[config.mk]
export PLATFORM = sky130hd
export DESIGN_NAME = ret_addr_ring
export DESIGN_NICKNAME = d
export VERILOG_FILES = /design/src/rtl/ras_pkg.sv /design/src/rtl/ras_ptr.sv /design/src/rtl/ras_store.sv /design/src/rtl/ret_addr_ring.sv
export SDC_FILE = /design/constraint.sdc
export NUM_CORES = 1
export LEC_CHECK = 0
export ABC_AREA = 1
export BUFFER_PORTS_ARGS = -buffer_cell sky130_fd_sc_hd__buf_2
export CORE_MARGIN = 2
export CORE_UTILIZATION = 50
export DETAILED_ROUTE_END_ITERATION = 10
export PLACE_DENSITY = 0.68
export RECOVER_POWER = 100
export SETUP_SLACK_MARGIN = 0.15
export SLEW_MARGIN = 20
export SYNTH_ARGS = -nofsm -noshare
export SYNTH_HDL_FRONTEND = slang
export SYNTH_HIERARCHICAL = 1
export SYNTH_SLANG_ARGS = --single-unit
[constraint.sdc]
create_clock -name clk -period 2.7 [get_ports clk]
set_input_delay 0.27 -clock clk [delete_from_list [all_inputs] [get_ports clk]]
set_output_delay 0.27 -clock clk [all_outputs]
set_load 0.005 [all_outputs]
[src/rtl/ras_pkg.sv]
package ras_pkg;

  typedef enum logic [1:0] {
    RAS_IDLE = 2'd0,
    RAS_PUSH = 2'd1,
    RAS_POP  = 2'd2
  } ras_op_e;

  // push outranks pop when both strobes arrive together
  function automatic ras_op_e ras_decode(input logic push_i, input logic pop_i);
    if (push_i)     return RAS_PUSH;
    else if (pop_i) return RAS_POP;
    else            return RAS_IDLE;
  endfunction

endpackage

[src/rtl/ras_ptr.sv]
module ras_ptr #(
  parameter int DEPTH = 8,
  localparam int PW = $clog2(DEPTH)
) (
  input  logic            clk,
  input  logic            rst_n,
  input  ras_pkg::ras_op_e op,
  output logic [PW-1:0]   wr_idx,
  output logic [PW-1:0]   top_idx
);
  import ras_pkg::*;

  logic [PW-1:0] ptr_q;
  logic          rst_seen_q;

  always_ff @(posedge clk) begin
    if (!rst_n) begin
      ptr_q <= '0;
    end else begin
      case (op)
        RAS_PUSH: ptr_q <= ptr_q + 1'b1;
        RAS_POP:  ptr_q <= ptr_q - 1'b1;
        default:  ptr_q <= ptr_q;
      endcase
    end
  end

  // one-cycle delayed copy of reset, used to spot the first active cycle
  always_ff @(posedge clk) rst_seen_q <= rst_n;

  assign wr_idx  = ptr_q;
  assign top_idx = ptr_q - 1'b1;

  AST_RESET_PTR: assert property (@(posedge clk) disable iff (!rst_n)
    (rst_seen_q == 1'b0) |-> (ptr_q == '0));

  AST_POP_RETREAT: assert property (@(posedge clk) disable iff (!rst_n)
    (op == RAS_POP) |=> (ptr_q == $past(ptr_q) - 1'b1));

  AST_PUSH_ADVANCE: assert property (@(posedge clk) disable iff (!rst_n)
    (op == RAS_PUSH) |=> (ptr_q == $past(ptr_q) + 1'b1));

  AST_IDLE_HOLD: assert property (@(posedge clk) disable iff (!rst_n)
    (op == RAS_IDLE) |=> $stable(ptr_q));

endmodule

[src/rtl/ras_store.sv]
module ras_store #(
  parameter int DEPTH = 8,
  parameter int AW    = 13,
  localparam int PW = $clog2(DEPTH)
) (
  input  logic          clk,
  input  logic          rst_n,
  input  logic          we,
  input  logic [PW-1:0] widx,
  input  logic [AW-1:0] wdata,
  input  logic [PW-1:0] ridx,
  output logic [AW-1:0] rdata
);

  logic [AW-1:0] slot_q [DEPTH];

  for (genvar g = 0; g < DEPTH; g++) begin : g_slot
    always_ff @(posedge clk) begin
      if (we && (widx == PW'(g))) slot_q[g] <= wdata;
    end
  end

  assign rdata = slot_q[ridx];

  AST_WRITE_LANDS: assert property (@(posedge clk) disable iff (!rst_n)
    we |=> (slot_q[$past(widx)] == $past(wdata)));

endmodule

[src/rtl/ret_addr_ring.sv]
module ret_addr_ring #(
  parameter int DEPTH = 8,
  parameter int AW    = 13
) (
  input  logic          clk,
  input  logic          rst_n,
  input  logic          push,
  input  logic [AW-1:0] push_addr,
  input  logic          pop,
  output logic [AW-1:0] tos
);
  import ras_pkg::*;

  localparam int PW = $clog2(DEPTH);

  ras_op_e       op;
  logic [PW-1:0] wr_idx;
  logic [PW-1:0] top_idx;

  assign op = ras_decode(push, pop);

  ras_ptr #(.DEPTH(DEPTH)) u_ptr (
    .clk     (clk),
    .rst_n   (rst_n),
    .op      (op),
    .wr_idx  (wr_idx),
    .top_idx (top_idx)
  );

  ras_store #(.DEPTH(DEPTH), .AW(AW)) u_store (
    .clk   (clk),
    .rst_n (rst_n),
    .we    (op == RAS_PUSH),
    .widx  (wr_idx),
    .wdata (push_addr),
    .ridx  (top_idx),
    .rdata (tos)
  );

  AST_PUSH_VISIBLE: assert property (@(posedge clk) disable iff (!rst_n)
    (push && !pop) |=> (tos == $past(push_addr)));

  AST_PUSH_WINS: assert property (@(posedge clk) disable iff (!rst_n)
    (push && pop) |=> (tos == $past(push_addr)));

  AST_IDLE_STABLE: assert property (@(posedge clk) disable iff (!rst_n)
    (!push && !pop) |=> $stable(tos));

endmodule

== After elaboration in Yosys (flattened, before gate mapping) ==
Memory sizes are Yosys's and may differ from the RTL's.
Index checks and enable logic that the tools add are counted.

* Register bits: 3
* Bits in writable memories: 104
* Bits of input ports: 17
* Output and inout port bits: 13
* Word-level logic and storage cells: 70
* Memories kept: 1

{| class="wikitable"
|+ Memory list
! name !! depth !! width !! rd ports !! clocked after Yosys merged registers in !! write ports !! line !! text
|-
| u_store.slot_q || 8 || 13 || 1 || 0 || 1 || ras_store.sv:15 || <nowiki>logic [AW-1:0] slot_q [DEPTH];</nowiki>
|}

* Add/subtract/negate cells: 2
* Equality and inequality tests: 9
* Multiplexer cells: 40
* Reductions and logical operators: 17

{| class="wikitable"
|+ Operators by type and width
! cell !! count
|-
| two-way mux 13 bit || 7
|-
| OR reduction 13 bit || 7
|-
| two-way mux 1 bit || 23
|-
| two-way mux 3 bit || 7
|-
| == test 3 bit (second input constant) || 4
|-
| logical AND 1 bit || 8
|-
| == test 3 x 2 -> 1 bit (second input constant) || 2
|-
| one-hot mux 3 bit (2 select lines) || 1
|-
| two-way mux 2 bit || 2
|-
| adder 3 x 1 -> 3 bit (second input constant) || 1
|-
| == test 3 x 1 -> 1 bit (second input constant) || 1
|-
| logical NOT 3 bit || 1
|-
| subtractor 3 x 1 -> 3 bit (second input constant) || 1
|-
| == test 2 x 1 -> 1 bit (second input constant) || 1
|-
| == test 2 bit (second input constant) || 1
|-
| nonzero test 2 bit || 1
|}

== Logic depth before layout (Yosys ltp) ==
Gate-level depths: netlist of the first run.

* Depth in word-level cells: 14
* Depth in mapped cells: 10
* Depth with buffers taken out: 8

== Modules after synthesis ==
The synthesis of the first run kept the hierarchy.

{| class="wikitable"
|+ Modules (own cells, without submodules)
! module !! instances !! cells an instance !! area an instance (um2) !! seq. area each (um2)
|-
| ras_store || 1 || 467 || 4631.9 || 3123.0
|-
| ras_ptr || 1 || 33 || 230.2 || 60.1
|-
| ret_addr_ring || 1 || 3 || 11.3 || 0.0
|}

== Worst setup path before layout of the first run ==
Ideal clock, no wire load.

* Kind: register -> output
* Start point: reg u_ptr.ptr_q[0] (netlist: u_ptr/wr_idx[0])
* End point: out tos[10]
* Arrival time: 1.452 ns
* Required time: 2.430 ns
* Path slack: 0.978 ns
* Stages on the path, launching flop included: 10
* Path through: dfxtp_1 -> inv_1 -> ha_1 -> inv_1 -> nand2_2 -> and2_2 -> inv_1 -> clkbuf_1 -> nand2_1 -> nand2_1

* Longest elaborated chain between the ends: 2

{| class="wikitable"
|+ RTL lines
! what !! line !! text
|-
| start: declaration || ras_ptr.sv:13 || <nowiki>logic [PW-1:0] ptr_q;</nowiki>
|-
| start signal: assignment || ras_ptr.sv:21 || <nowiki>RAS_PUSH: ptr_q <= ptr_q + 1'b1;</nowiki>
|-
| start signal: assignment || ras_ptr.sv:22 || <nowiki>RAS_POP: ptr_q <= ptr_q - 1'b1;</nowiki>
|-
| start signal: assignment || ras_ptr.sv:23 || <nowiki>default: ptr_q <= ptr_q;</nowiki>
|-
| subtractor 3 x 1 -> 3 bit || ras_ptr.sv:32 || <nowiki>assign top_idx = ptr_q - 1'b1;</nowiki>
|-
| via top_idx[0] || ret_addr_ring.sv:18 || <nowiki>logic [PW-1:0] top_idx;</nowiki>
|-
| memory (8 x 13 bit) || n/a ||
|-
| end: declaration || ret_addr_ring.sv:10 || <nowiki>output logic [AW-1:0] tos</nowiki>
|}

The timed path passes the listed nets, and every way through them passes these cells.

== Final worst setup path of the first run ==
* Start point: reg u_ptr.ptr_q[0] (netlist: u_ptr/wr_idx[0])
* End point: out tos[0]

The elaborated chain is that of the path after synthesis.

==> out/results.ini, run 1 <==
[status]
outcome=finished, final reports clean

[logic_synthesis]
synth_top_area_frac=0.641
syn_inst=503
synth.avg_cell_area_um2=9.69
ys_ff_latch=107
netlist_area_um2=4870
seq_area_frac_synth=0.653
yosys.area.top_type=edfxtp_1
yosysWarnings=6
syn_nets=523
ys_types=20
netlist_top_cells_area=edfxtp_1 64%, nand2_1 14%, inv_1 9.2%, nand3_1 5.4%, buf_4 1.4%

[power_and_ir_drop]
powerDensity_nw_per_um2=671
ir_worst_vdd_mv=0.287
power_uw=3570
leakagePower_uw=0.00244

[clocking]
htreeDepth=3
clock_sinks=107
clockRootBuffer=clkbuf_8
cts_max_path_buffers=2
cts_buffers=9
cts_tree=built
clk_latency_ns=0.38
clk_pin_slew_worst_paths_ns=0.10
cts_hold_buf=0

[final_layout]
layout.cells.non_filler=681
layout.area.seq_um2=3180
syn_to_final_growth_pct=9.11
n_antenna_cell=0
final_nets=563
num-fill-cells=853
drive_gt1_frac=0.0730
multi_input_area_um2=1070

[global_routing]
grt_pass1_vias=3143
grt_start_max_net_pins=56
antenna_found_initial=0
grt_pass1_wl_mm=15.2
grt_usage=0.200
grt-ovfl-total=0

[sta]
slew_headroom=0.349
grt_setup_unrepaired=false
clock_skew_ns=0.00830
period_share=0.903
drv_slew=0
fin_ws_ns=0.262
max_freq_mhz=410
tightestPinTransition_ns=0.976
finalSetupViolations=0
setup-tns-final_ns=0
fin_crit_ns=2.44
hold_viol=0

[placed_design]
gp_congestion=0.760
place_ws_ns=0.482
dp_hpwl_mm=6.09
portBuffers=29
dp_cells=661

[worst_setup_path]
crit_type=reg2out
critPathCaptureType=output port
cp_slowest_stage_delay_ns=0.42
cp_data_required_time_ns=2.43
crit_path_max_fanout=26
crit_path_frequent_cell=nand2_1
crit_slowest_cell=dfxtp_1
cp-start-kind=flop
cp.arrival_ns=2.17
cp_cell_sequence=inv_1, ha_1, clkinvlp_4, inv_4, nand3_1, nand2_1, nand2_1, nand2_1, clkbuf_1

[drt]
wire_per_inst_um=14.3
wl_mm=9.73
drc=0
drt_iter0_drc=186
drt-pass1-iter-count=5
drt-vias-per-instance=4.83
vias=3289
ant_nets=0

[floorplan]
die_h_um=103
initial_utilization=0.508
ioPinCount=30
core_area_um2=9590
die-area_um2=10600
die_w_um=103
rows=36

[run]
drv_cap=0

[worst_hold_path]
worstHoldPathType=in2reg

-- kinds of logic after synthesis --
family,synth area share
adder cells (fa/ha/maj),0.00770
XOR/XNOR,0.00180
AO/OA/AOI/OAI,0.00513
flip-flops,0.653
AND/OR/NAND/NOR,0.206
buffers and inverters,0.126
-- critical path, delay by kind of cell (launching register included) --
family / cells / cell delay [ns]
buffers and inverters: 4 / 0.65
adder cells (fa/ha/maj): 1 / 0.36
AND/OR/NAND/NOR: 4 / 0.34
flip-flops: 1 / 0.42
-- placed cells by master (no fill, tap or decap), types with 3 or more instances in the layout --
cell        count
nor2_1          9
buf_4           6
ha_1            3
nand2_1       180
dfxtp_1         3
edfxtp_1      104
buf_2          10
clkbuf_1       32
clkinvlp_4      5
clkbuf_8        9
nand3_1        53
a21oi_1         3
inv_1         118
-- area by class of cell --
type                            instances  area share
Clock buffer                           10      0.0240
Timing Repair Buffer                   48      0.0419
Clock inverter                          6      0.0125
Sequential cell                       107       0.599
Multi-Input combinational cell        254       0.202
Inverter                              123      0.0896
Tap cell                              133      0.0313
-- synth_stat cells --
library cell  number
nand2_1          179
inv_1            120
edfxtp_1         104
nand3_1           53
buf_4              9
nor2_1             9
buf_6              5
a21oi_1            3
clkbuf_1           3
dfxtp_1            3
ha_1               3
buf_2              2
nand3_2            2
o21ai_0            2
and2_2             1
inv_2              1
inv_4              1
inv_6              1
nand2_2            1
xor2_1             1
-- per-layer routing --
metal	part of all wire	vias to the layer above	GRT usage
li1	-	1622	-
met1	0.45	1568	0.264
met2	0.48	81	0.321
met3	0.049	18	0.0407
met4	0.021	0	0.0903
met5	0	-	0
-- power by group --
part	switching, uW	internal (uW)	leakage (uW)
Clock	548	429	0.0000885
Sequential	18.9	1890	0.000970
Combinational	452	232	0.00138
Total	1020	2550	0.00244
-- timing repair --
item	in CTS	in global routing
buffers inserted	2	2
resized for setup	1	5
setup endpoints to repair	13	13
pin swaps	0	0
-- through the flow --
stage	cell area, um^2	utilization	hold slack [ns]
after global routing	5320	0.554	0.179
after detailed placement	5150	0.537	0.546
after floorplan	4870	-	0.369
final	5320	0.554	0.149
after CTS	5370	0.559	0.143
after global placement	5150	0.537	0.541
-- registers in the layout, summed over array words and instances (netlist names) --
register        flops
u_ptr/wr_idx        3
u_store/slot_q    104
-- path summary, 6_finish.rpt --
kind / slack, ns / end / depth (start not counted) / from
setup / recovery: 0.26 / tos[0] / 9 / u_ptr/wr_idx[0]$_SDFFE_PN0P_
hold / removal: 0.15 / u_ptr/wr_idx[0]$_SDFFE_PN0P_ / 3 / rst_n
setup reg to reg: 0.65 / u_store/slot_q[6][9]$_DFFE_PP_ / 3 / u_ptr/wr_idx[2]$_SDFFE_PN0P_
hold reg to reg: 0.64 / u_ptr/wr_idx[2]$_SDFFE_PN0P_ / 4 / u_ptr/wr_idx[2]$_SDFFE_PN0P_
No activity file was read; power rests on OpenSTA's default activity.
==> run 2, diff against run 1 <==
--- a/config.mk
+++ b/config.mk
@@ -7,10 +7,10 @@
 export LEC_CHECK = 0
 export ABC_AREA = 1
 export BUFFER_PORTS_ARGS = -buffer_cell sky130_fd_sc_hd__buf_2
-export CORE_MARGIN = 2
 export CORE_UTILIZATION = 50
 export DETAILED_ROUTE_END_ITERATION = 10
-export PLACE_DENSITY = 0.68
+export GPL_TIMING_DRIVEN = 0
+export PLACE_DENSITY = 0.7
 export RECOVER_POWER = 100
 export SETUP_SLACK_MARGIN = 0.15
 export SLEW_MARGIN = 20
==> constraint.sdc (replaced) <==
create_clock -name clk -period 2.1 [get_ports clk]
set_input_delay 0.21 -clock clk [delete_from_list [all_inputs] [get_ports clk]]
set_output_delay 0.21 -clock clk [all_outputs]
set_load 0.005 [all_outputs]
==> out/results.ini, run 2 (synthesis results as in run 1) <==
[sta]
slew_headroom=0.358  ; was 0.349
tightestPinTransition_ns=0.961  ; was 0.976 ns
drv_slew=0  ; unchanged
period_share=0.984
finalSetupViolations=0  ; unchanged
hold_viol=0  ; unchanged
grt_setup_unrepaired=true  ; was false
clock_skew_ns=0.0126  ; was 0.00830 ns
fin_crit_ns=2.07
max_freq_mhz=484
fin_ws_ns=0.0338  ; was 0.262 ns

[floorplan]
ioPinCount=30  ; unchanged
die_h_um=101  ; was 103 um
initial_utilization=0.522  ; was 0.508
core_area_um2=9330  ; was 9590 um^2
rows=35  ; was 36
die_w_um=101  ; was 103 um
die-area_um2=10100  ; was 10600 um^2

[power_and_ir_drop]
internal_power_uw=3540  ; was 2550 uW
leakagePower_uw=0.00268  ; was 0.00244 uW
powerDensity_nw_per_um2=859  ; was 671 nW/um^2
power_uw=4960  ; was 3570 uW
p_sw_uw=1410  ; was 1020 uW
p_seq_frac=0.495  ; was 0.535
power_switching_share=0.285  ; about the same
clock_power_share=0.246  ; was 0.274
p_comb_frac=0.259  ; was 0.192
ir_worst_vdd_mv=0.432  ; was 0.287 mV

[drt]
wl_mm=10.9  ; was 9.73 mm
drt-pass1-iter-count=6  ; was 5
ant_nets=0  ; unchanged
drt_iter0_drc=222  ; was 186
wire_per_inst_um=15.7  ; was 14.3 um
vias=3448  ; was 3289
drt-vias-per-instance=4.96  ; was 4.83
drc=0  ; unchanged

[clocking]
clk_latency_ns=0.36  ; was 0.38 ns
clk_pin_slew_worst_paths_ns=0.10  ; about the same
htreeDepth=3  ; unchanged
cts_hold_buf=0  ; unchanged
clockRootBuffer=clkbuf_8  ; unchanged
cts_buffers=9  ; unchanged
clock_sinks=107  ; unchanged
cts_tree=built  ; unchanged
cts_max_path_buffers=2  ; unchanged

[global_routing]
antenna_found_initial=0  ; unchanged
grt_pass1_vias=3326  ; was 3143
grt_pass1_wl_mm=16.6  ; was 15.2 mm
grt-ovfl-total=0  ; unchanged
grt_start_max_net_pins=18  ; was 56
grt_usage=0.228  ; was 0.200

[worst_setup_path]
reg2reg_from=u_ptr/wr_idx[2]$_SDFFE_PN0P_  ; unchanged
cp_data_required_time_ns=1.89  ; was 2.43 ns
crit_type=reg2out  ; unchanged
cp-start-kind=flop  ; unchanged
critPathCapture=tos[1]  ; was tos[0]
r2r_setup_slack_ns=0.26  ; was 0.65 ns
reg2regPathDepth=3  ; unchanged
cp.arrival_ns=1.86  ; was 2.17 ns
critical_path.startpoint=u_ptr/wr_idx[1]$_SDFFE_PN0P_  ; was u_ptr/wr_idx[0]$_SDFFE_PN0P_
crit_path_max_fanout=5  ; was 26
r2r-end=u_store/slot_q[7][8]$_DFFE_PP_  ; was u_store/slot_q[6][9]$_DFFE_PP_
critPathCaptureType=output port  ; unchanged

[placed_design]
placed_area_um2=5220  ; was 5150 um^2
place_ws_ns=-0.0897  ; was 0.482 ns
portBuffers=29  ; unchanged
dp_cells=662  ; was 661
dp_hpwl_mm=6.40  ; was 6.09 mm
gp_congestion=0.772  ; was 0.760

[final_layout]
fin_area_um2=5770  ; was 5320 um^2
finalCoreUtilization=0.618  ; was 0.554
n_antenna_cell=0  ; unchanged
layout.cells.non_filler=695  ; was 681
syn_to_final_growth_pct=18.4  ; was 9.11%
final_cell_mix=178 x nand2_1, 116 x inv_1, 104 x edfxtp_1  ; was 180 x nand2_1, 118 x inv_1, 104 x edfxtp_1
final_common_cell=nand2_1  ; unchanged
top_register=u_store/slot_q  ; unchanged
multi_input_area_um2=1210  ; was 1070 um^2
largest_reg_flops=104  ; unchanged
final_nets=581  ; was 563
layout.area.seq_um2=3190  ; was 3180 um^2
num-fill-cells=765  ; was 853
drive_gt1_frac=0.186  ; was 0.0730

[worst_hold_path]
worstHoldPathType=in2reg  ; unchanged

[status]
outcome=finished, final reports clean  ; unchanged

[run]
drv_cap=0  ; unchanged

-- run 2: cell count changes in the layout (fill, tap and decap cells not counted), sizes merged --
cell      change
clkinv        -1
clkbuf       -12
inv           +3
buf          +30
clkinvlp      -2
-- run 2: layout make-up --
class / count / share of cell area
plain buffers: 19 / 0.0367
repair buffers: 47 / 0.0584
clock buffers: 10 / 0.0221
well taps: 129 / 0.0280
clock inverters: 6 / 0.0113
inverters: 123 / 0.0822
flip-flops and latches: 107 / 0.552
multi-input cells: 254 / 0.209
-- run 2: critical path, stage by stage, from the launching register on --
cell     delay, ns
dfxtp_2       0.35
inv_2         0.05
ha_4          0.26
inv_2         0.03
buf_6         0.13
buf_12        0.14
buf_12        0.13
nand3_4       0.08
nand2_2       0.06
nand2_1       0.08
nand2_1       0.05
buf_2         0.12
-- run 2: worst min path at each step --
| stage | start | endpoint | slack, ns | cells past startpoint |
|---|---|---|---|---|
| final | rst_n | u_ptr/wr_idx[0]$_SDFFE_PN0P_ | 0.1 | 3 |
| after floorplan | push_addr[0] | u_store/slot_q[0][0]$_DFFE_PP_ | 0.31 | 0 |
| after global placement | rst_n | u_ptr/wr_idx[0]$_SDFFE_PN0P_ | 0.48 | 3 |
| after detailed placement | rst_n | u_ptr/wr_idx[0]$_SDFFE_PN0P_ | 0.48 | 3 |
| after CTS | rst_n | u_ptr/wr_idx[0]$_SDFFE_PN0P_ | 0.08 | 3 |
| after global routing | rst_n | u_ptr/wr_idx[0]$_SDFFE_PN0P_ | 0.09 | 3 |
-- run 2: through the flow --
| stage | hold WS, ns | TNS [ns] |
|---|---|---|
| finish | 0.0959 | 0 |
| global route | 0.0931 | -0.451 |
| CTS | 0.0807 | 0 |
| detailed placement | 0.482 | -0.529 |
| global placement | 0.476 | -0.140 |
| floorplan | 0.309 | 0 |
-- run 2: timing repair --
| action | 4_1_cts | 5_1_grt |
|---|---|---|
| gates resized for setup | 28 | 23 |
| gates cloned | 1 | 1 |
| setup endpoints to repair | 13 | 13 |
| pin swaps | 9 | 15 |
| setup buffers | 13 | 2 |
| endpoints found under the hold margin | 0 | 0 |
-- run 2: routing by layer --
metal,global-route usage,share of wire,vias up
met3,0.0291,0.070,20
met4,0.0992,0.017,0
met1,0.288,0.40,1614
li1,-,-,1668
met2,0.397,0.52,146
met5,0,0,-
-- run 2: power by group through the flow --
stage | Combinational [uW] | Clock (uW) | Sequential, uW
finish | 1280 | 1220 | 2450
detailed placement | 943 | 0 | 2500
global placement | 910 | 0 | 2500
floorplan | 598 | 0 | 2500
global route | 1400 | 1330 | 2460
CTS | 1180 | 1230 | 2450
